$ cat src/rtl/win_addr_uploader.sv
module win_addr_uploader #(
  parameter int X_W  = 6,
  parameter int Y_W  = 10,
  parameter int HALF = 4
) (
  input  logic           clk,
  input  logic           rst_n,
  input  logic           start,
  input  logic [X_W-1:0] x_start,
  input  logic [Y_W-1:0] y_start,
  output logic           busy,
  output logic           done,
  output logic           sclk,
  output logic           sdata,
  output logic           load
);
  localparam int W   = X_W + Y_W;
  localparam int BW  = $clog2(W);
  localparam int PER = 2 * HALF;
  localparam int CW  = $clog2(PER + 1);

  typedef enum logic [1:0] {S_IDLE, S_SHIFT, S_LOAD, S_GAP} st_t;

  st_t           st;
  logic [W-1:0]  sh;
  logic [CW-1:0] cnt;
  logic [BW-1:0] nbit;

  wire [W-1:0] word     = {y_start, x_start};
  wire         half_end = (cnt == CW'(HALF - 1));
  wire         per_end  = (cnt == CW'(PER - 1));

  assign busy = (st != S_IDLE);

  always_ff @(posedge clk) begin
    if (!rst_n) begin
      st    <= S_IDLE;
      sh    <= '0;
      cnt   <= '0;
      nbit  <= '0;
      sclk  <= 1'b0;
      sdata <= 1'b0;
      load  <= 1'b0;
      done  <= 1'b0;
    end else begin
      done <= 1'b0;
      case (st)
        S_IDLE: begin
          if (start) begin
            st    <= S_SHIFT;
            sdata <= word[W-1];
            sh    <= word << 1;
            cnt   <= '0;
            nbit  <= '0;
          end
        end
        S_SHIFT: begin
          if (half_end) begin
            cnt <= '0;
            if (!sclk) begin
              sclk <= 1'b1;
            end else begin
              sclk <= 1'b0;
              if (nbit == BW'(W - 1)) begin
                st   <= S_LOAD;
                load <= 1'b1;
              end else begin
                nbit  <= nbit + 1'b1;
                sdata <= sh[W-1];
                sh    <= sh << 1;
              end
            end
          end else begin
            cnt <= cnt + 1'b1;
          end
        end
        S_LOAD: begin
          if (per_end) begin
            cnt  <= '0;
            load <= 1'b0;
            st   <= S_GAP;
          end else begin
            cnt <= cnt + 1'b1;
          end
        end
        default: begin
          if (per_end) begin
            cnt  <= '0;
            done <= 1'b1;
            st   <= S_IDLE;
          end else begin
            cnt <= cnt + 1'b1;
          end
        end
      endcase
    end
  end
endmodule

$ cat config.mk
export PLATFORM = sky130hd
export DESIGN_NAME = win_addr_uploader
export DESIGN_NICKNAME = d
export VERILOG_FILES = /design/src/rtl/win_addr_uploader.sv
export SDC_FILE = /design/constraint.sdc
export NUM_CORES = 1
export LEC_CHECK = 0
export ABC_AREA = 1
export BUFFER_PORTS_ARGS = -buffer_cell sky130_fd_sc_hd__clkbuf_2
export CAP_MARGIN = 20
export CORE_ASPECT_RATIO = 0.8
export CORE_MARGIN = 3
export CORE_UTILIZATION = 33
export CTS_CLUSTER_DIAMETER = 60
export DETAILED_ROUTE_END_ITERATION = 7
export GPL_TIMING_DRIVEN = 0
export HOLD_SLACK_MARGIN = 0.15
export PLACE_DENSITY = 0.47
export SLEW_MARGIN = 10
export SYNTH_ARGS = -nofsm -noshare
export SYNTH_HDL_FRONTEND = slang
export SYNTH_SLANG_ARGS = --single-unit
$ cat constraint.sdc
create_clock -name clk -period 4.55 [get_ports clk]
set_input_delay 0.2275 -clock clk [delete_from_list [all_inputs] [get_ports clk]]
set_output_delay 0.2275 -clock clk [all_outputs]
set_load 0.1 [all_outputs]
Yosys cells after proc, flatten, opt, wreduce, memory -nomap -nowiden:

Index checks and enable logic that the tools add are counted.

* flip-flop bits (word level): 30
* latch bits: 0
* RAM bits: 0
* bits in read-only memories: 0
* output and inout bits: 5
* logic and storage cells: 64
* memories: 0

* add/sub/neg operators: 2
* multipliers: 0
* div/mod/pow operators: 0
* order comparisons: 0
* equal/unequal tests: 11
* shift-type cells: 0
* mux-type cells: 32
* bitwise gates (word level): 1
* reductions and logical operators: 10

Operator list (count)
* $mux 16: 4
* $pmux 16 s2: 1
* $mux 4: 6
* $pmux 4 s2: 2
* $mux 2: 6
* $ne 2x2->1 const B: 6
* $mux 1: 10
* $reduce_and 5->1: 2
* $add 4x1->4 const B: 2
* $pmux 2 s3: 1
* $reduce_and 6->1: 1
* $reduce_bool 2->1: 3
* $eq 4x2->1 const B: 1
* $eq 4x3->1 const B: 1
* $eq 4x4->1 const B: 1
* $pmux 1 s2: 2
* $reduce_or 4->1: 1
* $reduce_bool 3->1: 1
* $eq 2x1->1 const B: 1
* $eq 2x2->1 const B: 1
* $logic_not 2->1: 1
* $reduce_and 2->1: 1
* $not 1->1: 1

Logic depth before layout (Yosys ltp):

* word-level depth: 5
* mapped depth: 10
* gate-level depth less buffers: 9

Least setup slack after synthesis:

Ideal clock, no wire load.

* path kind: reg2reg
* start: register sclk
* end: register sdata
* library setup time: 0.132 ns
* arrival: 1.779 ns
* required time: 4.418 ns
* setup slack: 2.639 ns
* stages on the path, launching flop included: 9
* buffers on the path: 1
* period minus slack after synthesis: 1.911 ns
* cells stage by stage: dfxtp_1 -> inv_1 -> nand2_2 -> nand2_1 -> nor2_1 -> nand3_2 -> buf_4 -> nand2_1 -> a21oi_1

* word-level cells in the longest chain between the ends: 2

RTL lines
* start, declared: line 13 `output logic sclk,`
* start signal, assigned: line 41 `sclk <= 1'b0;`
* start signal, assigned: line 61 `sclk <= 1'b1;`
* start signal, assigned: line 63 `sclk <= 1'b0;`
* $ne 2x2->1 (no line)
* $reduce_and 5->1 (no line)
* end signal, assigned: line 51 `sdata <= word[W-1];`
* end signal, assigned: line 69 `sdata <= sh[W-1];`
* end, declared: line 14 `output logic sdata,`

Every way passes these cells.
A chain may end at the register's enable or synchronous reset.

Worst setup path after layout:

* start: register st[0]
* end: output busy

* word-level cells in the longest chain between the ends: 1

RTL lines
* start, declared: line 24 `st_t st;`
* start signal, assigned: line 37 `st <= S_IDLE;`
* start signal, assigned: line 50 `st <= S_SHIFT;`
* start signal, assigned: line 65 `st <= S_LOAD;`
* $reduce_bool 2->1: line 33 `assign busy = (st != S_IDLE);`
* end, declared: line 11 `output logic busy,`

Every way passes these cells.

==> flow_summary.ini <==
[status]
status = complete, no violations

[clocking]
clk_latency_ns = 0.27
cts_tree = done
htree_num_levels = 2
post_cts_buffers = 0
clkSinkCount = 29
cts_root_buffer = clkbuf_8
clk_path_buf_depth = 2
cts_made_buffers = 5
ctsHoldBuffers = 0
cts_resized = 0
clk_pin_slew_worst_paths_ns = 0.06

[logic_synthesis]
syn_avg_cell_area_um2 = 6.92
netlist_area_um2 = 1630
synth.most_common_cell = nand2_1
synth.largest_area_cell = dfxtp_1
synth-edff-count = 0
synthFlopType = dfxtp_1
synth_compound_area_share_pct = 12.7
seq_area_frac_synth_pct = 35.7
ys_top_cells_by_count = 58 x nand2_1, 30 x nand3_1, 29 x dfxtp_1
synth_top_area_share_pct = 35.7
synthArstFlopShare_pct = 0
muxShareOfSynthArea_pct = 0
synthCells = 235
synth.area.top_cells = dfxtp_1 36%, nand2_1 13%, nand3_1 9.2%, a21oi_1 7.1%, inv_1 5.8%
synth_nets = 260
synth.distinct_cells = 29
synth_top_family_by_area = simple AND/OR/NAND/NOR gates
synth_seq_cells = 29
ys_warn_count = 0
synthAdderAreaFrac_pct = 4.62
synthSimpleGateAreaFrac_pct = 33.5
synthXorXnorAreaFrac_pct = 1.62

[job]
drv_cap = 0

[final_layout]
fin_nets = 290
area.growth.synth_to_final_pct = 17.0
multi_input_area_um2 = 852
fill_cells = 537
register_area_um2 = 581
diodes = 0
drive_gt1_share_pct = 18.1
final_core_util_pct = 40.7

[placement]
gp_congestion = 0.722
numPortBuffers = 23
dp_hpwl_um = 2680

[grt]
globalRouteOverflowTotal = 0
grt_max_degree = 11
antenna_found_initial = 0
grt_usage_pct = 14.3
grt_pass1_vias = 1393
grt_pass1_wl_um = 6510

[sta]
slew-limit-headroom_pct = 64.0
slew_viol_final = 0
finalSetupViolCount = 0
fin_skew_ns = 0.00263
hold_viol_final = 0
fin_crit_ns = 1.74
tns_ns = 0
fmax_mhz = 573
rsz0062_at_grt = no
fin_crit_sh_pct = 38.3
tightest_slew_ns = 0.542

[power]
pwr-share-seq_pct = 32.0
p_int_mw = 0.647
combPwrFrac_pct = 50.0
power.leakage_nw = 0.866
p_sw_share_pct = 44.5
cellPowerDensity_nw_per_um2 = 612
power_mw = 1.17
clkPwrFrac_pct = 17.9
ir_worst_vdd_uv = 353
p_sw_mw = 0.518

[floorplanning]
start_util_pct = 34.8
die-area_um2 = 5810
die_h_um = 68.8
io_pins = 24
die_x_um = 84.5
coreArea_um2 = 4680
num_rows = 22

[worst_hold_path]
hp-class = input pin to flip-flop

[worst_setup_path]
crit_required_ns = 4.32
cp_slowest_cell = clkbuf_2
start_kind = flip-flop
cp.arrival_ns = 1.52
crit_buf_inv = 3
end_kind = primary output
path_class = flip-flop to primary output
critPathMostFrequentCell = inv_1
crit_path_cell_trace = inv_1 -> ha_1 -> inv_1 -> clkbuf_2
path_max_fanout = 5
crit_path_max_incr_delay_ns = 0.44
critPathTopFamily = buffers and inverters

[routing]
remaining_drc_errors = 0
finalWirelength_um = 3690
antenna_left = 0
wire_per_inst_um = 11.3
drtIter0Drc = 59
num_vias = 1508
first_pass_iters = 5
routed_via_density = 4.64
## path summary, 6_finish.rpt
kind                         endpoint  slack [ns]  cells after the start                 from
setup / recovery                 busy        2.81                      4   st[0]$_SDFFE_PN0P_
hold reg to reg   sh[15]$_SDFFE_PN0P_        0.46                      2  sh[15]$_SDFFE_PN0P_
setup reg to reg  sh[10]$_SDFFE_PN0P_        2.90                      9   st[0]$_SDFFE_PN0P_
hold / removal     st[1]$_SDFFE_PN0P_        0.27                      3                rst_n
## cell usage in the layout, fill, tap and decap left out, drive strengths merged
master and count:
nand3 32, a31oi 1, o21ai 14, inv 27, nand2 59, nor4 1, buf 10, nand3b 2
a21o 1, xnor2 2, a21oi 23, xor2 1, nand4 3, dfxtp 29, ha 6, clkbuf 33
nor3 2, o21bai 1, nor2 18
## through the flow
step / setup WS (ns) / std cells / area, um2 / hold slack [ns]
after CTS: 2.78 / 325 / 1900 / 0.265
after global routing: 2.71 / 325 / 1900 / 0.293
after global placement: 2.91 / 318 / 1820 / 0.454
after floorplan: 2.64 / 235 / 1630 / 0.348
after detailed placement: 2.88 / 318 / 1820 / 0.455
final: 2.81 / 325 / 1900 / 0.274
## power groups by stage
stage	Sequential, mW	Combinational [mW]	Clock [mW]
detailed placement	0.379	0.589	0
global route	0.384	0.659	0.228
global placement	0.379	0.589	0
finish	0.373	0.583	0.209
CTS	0.374	0.592	0.218
floorplan	0.430	0.417	0
## area by class of cell
class,instances,share of cell area (%)
multi-input cells,166,44.8
repair buffers,23,6.05
plain buffers,13,4.87
inverters,27,5.33
clock buffers,7,4.54
well taps,60,3.94
flip-flops and latches,29,30.5
## per-layer routing
layer	vias up	global-route usage [%]	share of wire (%)
li1	820	-	-
met1	637	19.7	54
met2	44	20.9	39
met3	7	4.04	5.5
met4	0	5.93	1.6
met5	-	0	0
## registers in the layout, indices dropped and copies added (netlist names)
register  count
st            2
load          1
sclk          1
done          1
cnt           4
sdata         1
nbit          4
sh           15
## worst register-to-register path, cell delays in order (launching register included)
cell	delay, ns
dfxtp_1	0.37
inv_1	0.08
ha_1	0.27
nand2_1	0.13
buf_6	0.16
nand3_4	0.09
nor2_4	0.13
buf_6	0.15
nand3_1	0.08
a21oi_1	0.12
## logic make-up after synthesis
logic type	count (synthesis)
fa+ha+maj	6
simple gates	117
xor+xnor	3
buf+inv	40
compound gates	40
flops	29
No activity file was read; power rests on OpenSTA's default activity.
